===== src/rtl/xbus_pkg.sv =====
// Shared definitions for the external data bus sequencer.
// Holds the access direction type and default timing, in oscillator periods.
package xbus_pkg;

    typedef enum logic {
        OP_READ  = 1'b0,
        OP_WRITE = 1'b1
    } xbus_op_e;

    localparam int XB_ADDR_W     = 16;
    localparam int XB_DATA_W     = 8;
    localparam int XB_ALE_LEN    = 2;  // periods the latch strobe is high
    localparam int XB_ADDR_HOLD  = 2;  // address kept after latch strobe falls
    localparam int XB_STROBE_DLY = 3;  // latch fall to strobe fall
    localparam int XB_STROBE_LEN = 6;  // strobe low width
    localparam int XB_WDATA_LEAD = 1;  // write data ahead of strobe fall
    localparam int XB_WDATA_HOLD = 1;  // write data after strobe rise
    localparam int XB_ALE_GAP    = 1;  // strobe rise to next latch strobe

endpackage


===== src/rtl/xbus_timer.sv =====
// Period counter for one bus cycle.
// Starts on 'start' while idle, counts CYC_LEN periods, then returns idle.
// Assumes 'start' is ignored while a cycle runs.
module xbus_timer #(
    parameter int CYC_LEN = 12,
    localparam int PH_W   = (CYC_LEN > 1) ? $clog2(CYC_LEN) : 1
) (
    input  logic            clk,
    input  logic            rst_n,
    input  logic            start,
    output logic            active,
    output logic [PH_W-1:0] phase,
    output logic            last
);

    localparam logic [PH_W-1:0] LAST_PH = PH_W'(CYC_LEN - 1);

    // Advance the period count and track whether a cycle is running.
    always_ff @(posedge clk) begin
        if (!rst_n) begin
            active <= 1'b0;
            phase  <= '0;
        end else if (!active) begin
            if (start) begin
                active <= 1'b1;
                phase  <= '0;
            end
        end else if (phase == LAST_PH) begin
            active <= 1'b0;
        end else begin
            phase <= phase + 1'b1;
        end
    end

    // Flag the final period of the cycle.
    always_comb last = active && (phase == LAST_PH);

endmodule


===== src/rtl/xbus_phase_dec.sv =====
// Turns the current period number into bus control levels.
// Every output is a pure decode of registered state, so it changes only at clock edges.
// Assumes the window parameters satisfy ADDR_END <= STRB_ON and WD_OFF <= CYC_LEN.
module xbus_phase_dec
    import xbus_pkg::*;
#(
    parameter int CYC_LEN  = 12,
    parameter int ALE_LEN  = 2,
    parameter int ADDR_END = 4,
    parameter int STRB_ON  = 5,
    parameter int STRB_OFF = 11,
    parameter int WD_ON    = 4,
    parameter int WD_OFF   = 12,
    localparam int PH_W    = (CYC_LEN > 1) ? $clog2(CYC_LEN) : 1
) (
    input  logic            active,
    input  logic [PH_W-1:0] phase,
    input  xbus_op_e        op,
    output logic            ale,
    output logic            rd_n,
    output logic            wr_n,
    output logic            addr_drv,
    output logic            data_drv,
    output logic            capture
);

    int  ph;
    logic strb;

    // Decode period windows into strobe and drive levels.
    always_comb begin
        ph       = int'(phase);
        ale      = active && (ph < ALE_LEN);
        strb     = active && (ph >= STRB_ON) && (ph < STRB_OFF);
        rd_n     = !(strb && (op == OP_READ));
        wr_n     = !(strb && (op == OP_WRITE));
        addr_drv = active && (ph < ADDR_END);
        data_drv = active && (op == OP_WRITE) && (ph >= WD_ON) && (ph < WD_OFF);
        capture  = active && (op == OP_READ) && (ph == STRB_OFF - 1);
    end

endmodule


===== src/rtl/xbus_datapath.sv =====
// Request holding registers, shared-byte multiplexer and read capture.
// Loads the request on 'load'. Captures 'ad_in' on the clock edge that ends
// the last strobe-low period, which is the edge where the read strobe rises.
module xbus_datapath
    import xbus_pkg::*;
#(
    parameter int ADDR_W = 16,
    parameter int DATA_W = 8
) (
    input  logic                clk,
    input  logic                rst_n,
    input  logic                load,
    input  logic                req_write,
    input  logic [ADDR_W-1:0]   req_addr,
    input  logic [DATA_W-1:0]   req_wdata,
    input  logic                addr_drv,
    input  logic                data_drv,
    input  logic                capture,
    input  logic [DATA_W-1:0]   ad_in,
    output xbus_op_e            op,
    output logic [DATA_W-1:0]   ad_out,
    output logic                ad_oe,
    output logic [ADDR_W-DATA_W-1:0] a_hi,
    output logic [DATA_W-1:0]   rdata
);

    logic [ADDR_W-1:0] addr_q;
    logic [DATA_W-1:0] wdata_q;

    // Hold the request fields for the length of the cycle.
    always_ff @(posedge clk) begin
        if (!rst_n) begin
            addr_q  <= '0;
            wdata_q <= '0;
            op      <= OP_READ;
        end else if (load) begin
            addr_q  <= req_addr;
            wdata_q <= req_wdata;
            op      <= req_write ? OP_WRITE : OP_READ;
        end
    end

    // Capture the read byte as the read strobe returns high.
    always_ff @(posedge clk) begin
        if (!rst_n) begin
            rdata <= '0;
        end else if (capture) begin
            rdata <= ad_in;
        end
    end

    // Choose the byte placed on the shared wires and its enable.
    always_comb begin
        ad_out = addr_drv ? addr_q[DATA_W-1:0] : wdata_q;
        ad_oe  = addr_drv || data_drv;
        a_hi   = addr_q[ADDR_W-1:DATA_W];
    end

endmodule


===== src/rtl/xbus_seq.sv =====
// External data bus cycle sequencer, top level.
// Accepts one request while idle and plays a fixed machine cycle of
// CYC_LEN oscillator periods on a multiplexed address/data bus.
// Assumes clk runs at the oscillator period and the request is held until sampled.
module xbus_seq
    import xbus_pkg::*;
#(
    parameter int ADDR_W     = XB_ADDR_W,
    parameter int DATA_W     = XB_DATA_W,
    parameter int ALE_LEN    = XB_ALE_LEN,
    parameter int ADDR_HOLD  = XB_ADDR_HOLD,
    parameter int STROBE_DLY = XB_STROBE_DLY,
    parameter int STROBE_LEN = XB_STROBE_LEN,
    parameter int WDATA_LEAD = XB_WDATA_LEAD,
    parameter int WDATA_HOLD = XB_WDATA_HOLD,
    parameter int ALE_GAP    = XB_ALE_GAP
) (
    input  logic                     clk,
    input  logic                     rst_n,
    input  logic                     req_valid,
    input  logic                     req_write,
    input  logic [ADDR_W-1:0]        req_addr,
    input  logic [DATA_W-1:0]        req_wdata,
    output logic                     busy,
    output logic                     done,
    output logic [DATA_W-1:0]        rdata,
    output logic                     ale,
    output logic                     rd_n,
    output logic                     wr_n,
    output logic [DATA_W-1:0]        ad_out,
    output logic                     ad_oe,
    input  logic [DATA_W-1:0]        ad_in,
    output logic [ADDR_W-DATA_W-1:0] a_hi
);

    localparam int STRB_ON  = ALE_LEN + STROBE_DLY;
    localparam int STRB_OFF = STRB_ON + STROBE_LEN;
    localparam int ADDR_END = ALE_LEN + ADDR_HOLD;
    localparam int WD_ON    = STRB_ON - WDATA_LEAD;
    localparam int WD_OFF   = STRB_OFF + WDATA_HOLD;
    localparam int CYC_LEN  = STRB_OFF + ALE_GAP;
    localparam int PH_W     = (CYC_LEN > 1) ? $clog2(CYC_LEN) : 1;

    logic            active;
    logic            last;
    logic            start;
    logic [PH_W-1:0] phase;
    logic            addr_drv;
    logic            data_drv;
    logic            capture;
    xbus_op_e        op;

    // Accept a request only while no cycle is running.
    always_comb begin
        start = req_valid && !active;
        busy  = active;
        done  = last;
    end

    xbus_timer #(.CYC_LEN(CYC_LEN)) u_timer (
        .clk    (clk),
        .rst_n  (rst_n),
        .start  (start),
        .active (active),
        .phase  (phase),
        .last   (last)
    );

    xbus_phase_dec #(
        .CYC_LEN  (CYC_LEN),
        .ALE_LEN  (ALE_LEN),
        .ADDR_END (ADDR_END),
        .STRB_ON  (STRB_ON),
        .STRB_OFF (STRB_OFF),
        .WD_ON    (WD_ON),
        .WD_OFF   (WD_OFF)
    ) u_dec (
        .active   (active),
        .phase    (phase),
        .op       (op),
        .ale      (ale),
        .rd_n     (rd_n),
        .wr_n     (wr_n),
        .addr_drv (addr_drv),
        .data_drv (data_drv),
        .capture  (capture)
    );

    xbus_datapath #(.ADDR_W(ADDR_W), .DATA_W(DATA_W)) u_dp (
        .clk       (clk),
        .rst_n     (rst_n),
        .load      (start),
        .req_write (req_write),
        .req_addr  (req_addr),
        .req_wdata (req_wdata),
        .addr_drv  (addr_drv),
        .data_drv  (data_drv),
        .capture   (capture),
        .ad_in     (ad_in),
        .op        (op),
        .ad_out    (ad_out),
        .ad_oe     (ad_oe),
        .a_hi      (a_hi),
        .rdata     (rdata)
    );

endmodule


===== config.mk =====
export PLATFORM = sky130hd
export DESIGN_NAME = xbus_seq
export DESIGN_NICKNAME = d
export VERILOG_FILES = /design/src/rtl/xbus_pkg.sv /design/src/rtl/xbus_timer.sv /design/src/rtl/xbus_phase_dec.sv /design/src/rtl/xbus_datapath.sv /design/src/rtl/xbus_seq.sv
export SDC_FILE = /design/constraint.sdc
export NUM_CORES = 1
export LEC_CHECK = 0
export BUFFER_PORTS_ARGS = -buffer_cell sky130_fd_sc_hd__buf_2
export CAP_MARGIN = 20
export CORE_UTILIZATION = 50
export CTS_CLUSTER_SIZE = 25
export DETAILED_ROUTE_END_ITERATION = 8
export PLACE_DENSITY_LB_ADDON = 0.12
export SLEW_MARGIN = 15
export SYNTH_ARGS = -nofsm -noshare
export SYNTH_HDL_FRONTEND = slang
export SYNTH_SLANG_ARGS = --single-unit

===== constraint.sdc =====
create_clock -name clk -period 2.7 [get_ports clk]
set_input_delay 0.54 -clock clk [delete_from_list [all_inputs] [get_ports clk]]
set_output_delay 0.54 -clock clk [all_outputs]
set_load 0.005 [all_outputs]

==> metrics.md, run 1 <==
| Metric | Value |
|---|---|
| Average vias per placed instance | `4.66` |
| Slowest-stage cell, CP | `dfxtp_1` |
| Netlist cell types | `23` |
| Initial antenna violation count | `0` |
| Post-CTS setup buffers | `0` |
| Detail Route Antenna Nets | `0` |
| Combinational fraction of design power | `a little over an eighth` |
| Fin cells | `307` |
| Vias in the first global route | `between 1000 and 1500` |
| Post-synth top area cell | `dfxtp_1` |
| Design area | `2150 µm²` |
| Routed WL per cell | `10.9 µm` |
| Die Span Y | `between 60 and 70 µm` |
| Most frequent cells in the layout | `nand2_1 (71), buf_2 (65), dfxtp_1 (38), a21boi_0 (27), mux2i_1 (10)` |
| Rows | `21` |
| Crit start category | `flip-flop` |
| Dpl ws | `577 ps` |
| Total GRT Usage | `17.9%` |
| Chip width | `61.6 µm` |
| PostCTS Resize Cnt | `0` |
| Seq pwr share | `52.7%` |
| Peak fanout along the critical path | `12` |
| Synth area leaders | `dfxtp_1 (43%), nand2_1 (15%), a21boi_0 (11%)` |
| Syn nets | `246` |
| Port Buf Inserts | `65` |
| Switching Share | `23.6%` |
| I/O Pins | `66` |
| Crit. End Element | `output pin` |
| Worst Max-Slew Pin Slew | `524 ps` |
| Fraction of the cycle the final worst path needs | `roughly nine tenths` |
| Max_cap viols | `0` |
| Synthesis warning total | `0` |
| Min Clock Period, post-route | `2460 ps` |
| Critical path's largest stage delay | `540 ps` |
| Worst relative slew slack | `64.7%` |
| Core area | `3360 µm²` |
| RSZ-0062 raised after global routing | `no` |
| Syn Area/Cell | `8.61 µm²` |
| Top cell type's share of synthesized area | `42.9%` |
| Drt initial violations | `27` |
| Hold Fails Final Rpt | `0` |
| Worst setup path category | `flip-flop to output pin` |
| Starting Density | `52.8%` |
| CTS tree | `yes` |
| First-pass GRT wire length | `4830 µm` |
| Synthesized instance count | `206` |
| Final GP Congestion | `0.821` |
| P_leak | `0.957 nW` |
| Int Power | `between 0.8 and 0.9 mW` |
| CP delay by family, top | `flip-flops` |
| Pre-antenna DRT Iters | `4` |
| CTS root buf | `clkbuf_4` |
| Worst EP required | `2160 ps` |
| Clock buffer depth | `2` |
| Clock Latency Late Sink | `340 ps` |
| Overflow left after global routing | `0` |
| DRC | `0` |
| Arr. time, crit path | `between 1500 and 2000 ps` |
| Setup TNS Final | `0 ps` |
| Total Wirelength | `approximately 3300 µm` |
| Setup-failing EPs final | `0` |
| Fmax | `just over 400 MHz` |
| Clock share of power | `34.2%` |
| N_diodes | `0` |
| DP HPWL | `2330 µm` |
| Status | `complete, no violations` |
| Most common cell after layout, fill and taps aside | `nand2_1` |
| CP Buf/Inv Count | `1` |
| Crit-path cells | `nor3b_4 -> mux2_2 -> buf_2` |
| CTS H-tree lvls | `2` |
| Layout cells sized above 1 | `33.3%` |
| Clk pin slew, worst setup/hold paths | `approximately 110 ps` |
| Yosys reg bits | `38` |
| DP Area | `2060 µm²` |
| Worst hold path type | `primary input to flip-flop` |
| Total Die Area | `about 3800 µm²` |
| Slew Limit Fails | `0` |
| Final WS setup | `approximately 240 ps` |
| Setup Skew | `4.68 ps` |
| Cell Pwr Density | `537 nW/µm²` |
| # fillers | `340` |
| Cell area after synthesis | `1770 µm²` |
| Maximum VDD drop | `0.267 mV` |
| Vias | `1430` |
| Placed instance count | `300` |
| Area grow syn2layout | `20.9%` |
| CTS Hold Buffers Added | `0` |
| Clock sink count | `38` |
| Switch Pwr | `about 0.27 mW` |
| Pin count of the biggest net entering global routing | `31` |
| Sequential-to-total area share from yosys stat | `42.9%` |
| Final nets | `~300` |
| Total clock buffers created by CTS | `5` |
## power groups by stage
| stage | Sequential [mW] | Clock, mW | Combinational [mW] |
|---|---|---|---|
| 4_1_cts | 0.608 | 0.407 | 0.154 |
| 3_5_place_dp | 0.620 | 0 | 0.154 |
| 6_report | 0.608 | 0.393 | 0.151 |
| 5_1_grt | 0.612 | 0.431 | 0.173 |
| 2_1_floorplan | 0.614 | 0 | 0.107 |
| 3_3_place_gp | 0.621 | 0 | 0.153 |
## worst min-delay path: stages
cell and delay [ps]:
buf_2 90, nand2_1 40, mux2i_1 50
## stage by stage
| step | power [mW] | hold slack (ps) | utilization [%] |
|---|---|---|---|
| CTS | 1.17 | 425 | 63.8 |
| finish | 1.15 | 432 | 63.8 |
| global route | 1.22 | 411 | 63.8 |
| floorplan | 0.721 | 440 | - |
| detailed placement | 0.774 | 444 | 61.4 |
| global placement | 0.773 | 442 | 61.4 |
## area by class of cell
type	count	area [µm²]	share of cell area, %
clock buffer	6	51.3	2.39
clock inverter	1	30.0	1.40
inverter	4	15.0	0.700
multi-input combinational	144	883	41.2
sequential	38	761	35.5
tap	46	57.6	2.68
timing repair buffer	68	348	16.2
## layer usage
layer	GRT usage (%)	routed length, µm	up-vias
li1	-	-	769
met1	21.8	1600	617
met2	27.5	1500	41
met3	7.77	214	3
met4	7.62	29	0
met5	0	0	-
## synth_stat cells
library cell / n
clkbuf_1: 6
buf_2: 4
inv_1: 4
nor2b_1: 4
o21ai_0: 2
ha_1: 4
a21boi_0: 27
nor2_1: 1
nand2_1: 71
or3_1: 2
dfxtp_1: 38
nand2b_1: 2
buf_4: 10
mux2i_1: 10
nor3b_4: 1
nand3_1: 6
o22ai_1: 1
a31oi_1: 1
and2_1: 1
mux2_2: 8
maj3_1: 1
nor3_4: 1
nand2b_4: 1
## worst paths after layout
path | start | end | slack, ps | depth (start not counted)
max | u_timer.active | ad_out[3] | 240 | 3
min | ad_in[7] | u_dp.rdata[7] | 430 | 3
max reg2reg | u_timer.phase[0] | u_dp.rdata[2] | 1230 | 5
min reg2reg | u_dp.rdata[3] | u_dp.rdata[3] | 460 | 2
## cell families (layout without fill, tap and decap cells)
logic type	count (synthesis)	count (layout)	synth area share, %
AOI/OAI and AO/OA	31	31	12.7
adders and majority gates	5	5	3.39
buffers and inverters	24	79	7.47
DFF	38	38	42.9
muxes	18	18	10.7
and+or+nand+nor	90	90	22.8
## registers in the layout, summed over array words and instances (netlist names)
signal	flops
u_dp.addr_q	16
u_dp.rdata	8
u_timer.active	1
u_dp.op	1
u_dp.wdata_q	8
u_timer.phase	4
Note: power is estimated with default switching activity, not from simulation.
==> inputs of run 2 (changes only) <==
--- a/config.mk
+++ b/config.mk
@@ -7,7 +7,7 @@
 export LEC_CHECK = 0
 export BUFFER_PORTS_ARGS = -buffer_cell sky130_fd_sc_hd__buf_2
 export CAP_MARGIN = 20
-export CORE_UTILIZATION = 50
+export CORE_UTILIZATION = 44
 export CTS_CLUSTER_SIZE = 25
 export DETAILED_ROUTE_END_ITERATION = 8
 export PLACE_DENSITY_LB_ADDON = 0.12
==> constraint.sdc (replaced) <==
create_clock -name clk -period 2 [get_ports clk]
set_input_delay 0.4 -clock clk [delete_from_list [all_inputs] [get_ports clk]]
set_output_delay 0.4 -clock clk [all_outputs]
set_load 0.005 [all_outputs]
==> run 2 against run 1 <==
Net effect: critical path depth grew 1; non-clock buffer count up 4; first-iteration DRC count rose to 3.4 times the previous value; core utilization down 4.6 points; cell count rose by 2.3%; largest cell class unchanged; largest power group unchanged.
==> metrics.md, run 2 (synthesized netlist as in run 1, its figures left out) <==
| Metric | Value |
|---|---|
| Worst Max-Slew Pin Slew | `~510 ps` |
| Min Clock Period, post-route | `1900 ps` |
| Arr. time, crit path | `1500 ps` |
| Total GRT Usage | `17.2%` |
| Total Wirelength | `roughly 3400 µm` |
| # fillers | `378` |
| Worst hold path type | `primary input to flip-flop` |
| Setup TNS Final | `0 ps` |
| RR Endpoint | `u_dp.rdata[0]` |
| Clk pin slew, worst setup/hold paths | `70 ps` |
| Worst setup path category | `flip-flop to output pin` |
| CTS H-tree lvls | `2` |
| Initial antenna violation count | `0` |
| Rows | `22` |
| Worst relative slew slack | `66.0%` |
| Peak fanout along the critical path | `7` |
| Hold Startpoint | `req_addr[1]` |
| First-pass GRT wire length | `5660 µm` |
| Routed WL per cell | `10.8 µm` |
| I/O Pins | `66` |
| Setup Skew | `5.45 ps` |
| Port Buf Inserts | `65` |
| Clock buffer depth | `2` |
| Crit. End Element | `output pin` |
| Worst EP required | `1600 ps` |
| Total power | `1.66 mW` |
| Fmax | `525 MHz` |
| DP HPWL | `2480 µm` |
| Final nets | `between 300 and 400` |
| Clock sink count | `38` |
| Cell Pwr Density | `around 740 nW/µm²` |
| DRC | `0` |
| Die Span Y | `65.5 µm` |
| Max FFs per register | `16` |
| Multi-input gate area | `883 µm²` |
| Crit start category | `flip-flop` |
| WL met2 | `1520 µm` |
| Pre-antenna DRT Iters | `4` |
| Most frequent cells in the layout | `nand2_1 (71), buf_2 (65), dfxtp_1 (36), a21boi_0 (27), mux2i_1 (10)` |
| N_diodes | `0` |
| Hold path cells | `3` |
| Final GP Congestion | `about 0.76` |
| CTS Hold Buffers Added | `0` |
| Worst Hold Path EP | `u_dp.addr_q[1]` |
| Max_cap viols | `0` |
| Post-Route M1 WL | `1580 µm` |
| Switch Pwr | `0.384 mW` |
| Hold Fails Final Rpt | `0` |
| Drt initial violations | `93` |
| Most common cell after layout, fill and taps aside | `nand2_1` |
| P_leak | `1.00 nW` |
| Met3 Wirelength | `248 µm` |
| Reg area | `763 µm²` |
| Placed instance count | `304` |
| Seq pwr share | `49.1%` |
| Overflow left after global routing | `0` |
| Setup-failing EPs final | `0` |
| Combinational fraction of design power | `13.6%` |
| CTS tree | `yes` |
| RSZ-0062 raised after global routing | `no` |
| Detail Route Antenna Nets | `0` |
| R2R Path Start | `u_timer.phase[0]` |
| Total clock buffers created by CTS | `5` |
| Clock share of power | `37.4%` |
| Average vias per placed instance | `4.71` |
| Chip width | `65.5 µm` |
| Uppermost layer routed | `met4` |
| Area grow syn2layout | `25.9%` |
| Top flop regs | `u_dp.addr_q x16, u_dp.rdata x8, u_dp.wdata_q x8` |
| Int Power | `1.28 mW` |
| Pin count of the biggest net entering global routing | `31` |
| CTS root buf | `clkbuf_8` |
| Switching Share | `between 20% and 30%` |
| Core area | `3770 µm²` |
| Layout cells sized above 1 | `35.3%` |
| Starting Density | `47.0%` |
| Clock Latency Late Sink | `280 ps` |
| Vias in the first global route | `1337` |
| Maximum VDD drop | `0.491 mV` |
| Most flops, register | `u_dp.addr_q` |
| Vias | `~1500` |
| Worst reg2reg setup slack | `570 ps` |
| Slew Limit Fails | `0` |
| Status | `complete, no violations` |
| Fin cells | `314` |
| Total Die Area | `between 4000 and 5000 µm²` |
| Fraction of the cycle the final worst path needs | `95.2%` |
| Worst r2r path cells | `5` |
## run 2: cell types whose count changed in the layout (fill, tap and decap cells not counted)
cell	previous run	this run
dfxtp_2	0	2
clkbuf_8	1	5
buf_4	3	5
dfxtp_1	38	36
clkinv_2	0	2
buf_12	0	2
clkbuf_4	5	0
## run 2: critical path, stage by stage, from the launching register on
cell and delay (ps):
dfxtp_1 380, nor3b_4 210, buf_4 170, mux2_2 330
buf_2 120
## run 2: metal layers
| layer | up-vias | global-route usage [%] |
|---|---|---|
| met2 | 44 | 27.6 |
| met5 | - | 0 |
| met1 | 652 | 21.0 |
| met4 | 0 | 7.34 |
| li1 | 778 | - |
| met3 | 5 | 5.73 |
## run 2: worst max-delay path by stage
| stage | startpoint | to | slack [ps] | cells past startpoint |
|---|---|---|---|---|
| global route | u_timer.phase[1] | rd_n | 6 | 6 |
| CTS | u_timer.phase[3] | ad_out[5] | 50 | 4 |
| detailed placement | u_timer.phase[3] | ad_out[5] | 230 | 3 |
| finish | u_timer.phase[2] | ad_out[5] | 100 | 4 |
| floorplan | u_timer.active | ad_out[0] | 350 | 3 |
| global placement | u_timer.phase[3] | ad_out[5] | 250 | 3 |
## run 2: cell type report
class | count | share of cell area (%)
flip-flops and latches | 38 | 34.2
repair buffers | 72 | 18.0
multi-input cells | 144 | 39.6
inverters | 4 | 0.672
clock buffers | 5 | 3.08
well taps | 48 | 2.69
clock inverters | 3 | 1.79
## run 2: power by group through the flow
stage,Sequential (mW),Combinational (mW),Clock [mW]
after global routing,0.822,0.255,0.678
after floorplan,0.828,0.145,0
after detailed placement,0.833,0.225,0
after global placement,0.834,0.222,0
final,0.817,0.225,0.621
after CTS,0.816,0.231,0.641
## run 2: stage by stage
step	cell area [µm²]	hold slack [ps]	setup WS, ps	util (%)
global route	2230	356	5.74	59.2
detailed placement	2110	450	228	55.9
floorplan	1770	440	348	-
CTS	2230	349	49.2	59.2
finish	2230	353	95.7	59.2
global placement	2110	443	247	55.9
## run 2: repair_timing
| item | CTS | global route |
|---|---|---|
| setup endpoints to repair | 8 | 10 |
| gates resized for setup | 0 | 2 |
| cloned | 0 | 0 |
| endpoints found under the hold margin | 0 | 0 |
| buffers inserted | 2 | 0 |
| pin swaps | 1 | 0 |
==> inputs of run 3 (changes only) <==
--- a/config.mk
+++ b/config.mk
@@ -7,6 +7,7 @@
 export LEC_CHECK = 0
 export BUFFER_PORTS_ARGS = -buffer_cell sky130_fd_sc_hd__buf_2
 export CAP_MARGIN = 20
+export CORE_ASPECT_RATIO = 0.8
 export CORE_UTILIZATION = 44
 export CTS_CLUSTER_SIZE = 25
 export DETAILED_ROUTE_END_ITERATION = 8
==> run 3 against run 2 <==
Net effect: sequential power barely moved; power fell by 6.0%; critical path type unchanged; first-iteration DRC count fell by 57%.
==> metrics.md, run 3 (synthesized netlist as in run 1, its figures left out) <==
| Metric | Value |
|---|---|
| Vias | `1470` |
| Most common cell after layout, fill and taps aside | `nand2_1` |
| Slew Limit Fails | `0` |
| Crit. End Element | `output pin` |
| Hold Startpoint | `ad_in[3]` |
| First-pass GRT wire length | `around 5300 µm` |
| Worst EP required | `1600 ps` |
| Chip width | `73.0 µm` |
| Overflow left after global routing | `0` |
| Peak fanout along the critical path | `7` |
| DP HPWL | `2400 µm` |
| Clock Latency Late Sink | `280 ps` |
| Die Span Y | `58.8 µm` |
| Max FFs per register | `16` |
| CTS H-tree lvls | `2` |
| Area grow syn2layout | `24.0%` |
| Clock buffer depth | `2` |
| Final GP Congestion | `0.792` |
| Int Power | `approximately 1.2 mW` |
| Worst Max-Slew Pin Slew | `539 ps` |
| P_leak | `about 0.98 nW` |
| Final nets | `305` |
| Worst hold path type | `primary input to flip-flop` |
| Crit start category | `flip-flop` |
| Hold Fails Final Rpt | `0` |
| Fraction of the cycle the final worst path needs | `95.2%` |
| CTS root buf | `clkbuf_8` |
| Setup Skew | `2.15 ps` |
| Pre-antenna DRT Iters | `4` |
| Placed instance count | `311` |
| Max_cap viols | `0` |
| Port Buf Inserts | `65` |
| RSZ-0062 raised after global routing | `no` |
| Pin count of the biggest net entering global routing | `30` |
| Arr. time, crit path | `1500 ps` |
| Switching Share | `24.3%` |
| CTS Hold Buffers Added | `0` |
| Min Clock Period, post-route | `about 1900 ps` |
| Total Die Area | `4290 µm²` |
| Worst relative slew slack | `63.7%` |
| Core area | `approximately 3800 µm²` |
| Top flop regs | `u_dp.addr_q x16, u_dp.rdata x8, u_dp.wdata_q x8` |
| Rows | `20` |
| DP Area | `2090 µm²` |
| Average vias per placed instance | `4.58` |
| Total GRT Usage | `between 10% and 20%` |
| Clock share of power | `33.8%` |
| Maximum VDD drop | `0.397 mV` |
| Setup-failing EPs final | `0` |
| Crit path from | `u_timer.phase[2]` |
| Combinational fraction of design power | `13.9%` |
| I/O Pins | `66` |
| Total clock buffers created by CTS | `5` |
| Switch Pwr | `roughly 0.38 mW` |
| Detail Route Antenna Nets | `0` |
| Seq pwr share | `52.3%` |
| Vias in the first global route | `1184` |
| Drt initial violations | `40` |
| Worst setup path category | `flip-flop to output pin` |
| Total Wirelength | `between 3000 and 4000 µm` |
| Starting Density | `46.3%` |
| Fin cells | `321` |
| Status | `complete, no violations` |
| CTS tree | `yes` |
| Cell Pwr Density | `slightly above 700 nW/µm²` |
| N_diodes | `0` |
| Initial antenna violation count | `0` |
| R2R Path Start | `u_timer.phase[0]` |
| Most frequent cells in the layout | `nand2_1 (71), buf_2 (65), dfxtp_1 (36), a21boi_0 (27), mux2i_1 (10)` |
| Layout cells sized above 1 | `a little over a third` |
| Routed WL per cell | `10.5 µm` |
| Design area | `2200 µm²` |
| Clk pin slew, worst setup/hold paths | `70 ps` |
| Setup TNS Final | `0 ps` |
| DRC | `0` |
| Most flops, register | `u_dp.addr_q` |
| Clock sink count | `38` |
| Fmax | `525 MHz` |
-- run 3: per-stage QoR --
step                setup slack (ps)  power, mW  hold slack (ps)  utilization [%]
global route                    17.1       1.64              358             57.5
detailed placement               212       1.05              449             54.6
floorplan                        348      0.973              440                -
finish                          96.2       1.56              357             57.5
CTS                             50.3       1.59              352             57.4
global placement                 239       1.05              441             54.6
-- run 3: power by group through the flow --
| stage | Combinational, mW | Clock [mW] | Sequential [mW] |
|---|---|---|---|
| after CTS | 0.221 | 0.547 | 0.817 |
| after global routing | 0.246 | 0.578 | 0.821 |
| after floorplan | 0.145 | 0 | 0.828 |
| after global placement | 0.215 | 0 | 0.834 |
| after detailed placement | 0.216 | 0 | 0.834 |
| final | 0.217 | 0.529 | 0.817 |
-- run 3: metal layers --
metal | vias to the layer above | share of wire (%) | global-route usage, %
met5 | - | 0 | 0
met4 | 0 | 0.80 | 6.72
met3 | 4 | 5.9 | 5.31
met2 | 39 | 43 | 23.9
met1 | 651 | 50 | 21.8
li1 | 776 | - | -
-- run 3: path summary, 6_finish.rpt --
check | endpoint | slack [ps] | cells after the start
setup reg to reg | u_dp.rdata[1] | 560 | 5
hold reg to reg | u_dp.rdata[3] | 450 | 2
hold / removal | u_dp.rdata[3] | 360 | 3
setup / recovery | ad_out[6] | 100 | 4
-- run 3: repair_timing --
item	4_1_cts	5_1_grt
pin swaps	1	0
setup buffers	2	0
resized for setup	0	2
setup endpoints to repair	8	5
gates cloned	0	0
-- run 3: final cells by class --
cell class,count,area [µm²]
clock buffer,7,86.3
clock inverter,1,5.00
fill,382,1630
inverter,4,15.0
multi-input combinational,144,883
sequential,38,763
tap,55,68.8
timing repair buffer,72,378
-- run 3: critical path, stage by stage (launching register included) --
cell and delay (ps):
dfxtp_1 390, nor3b_4 200, buf_4 170, mux2_2 330, buf_2 120
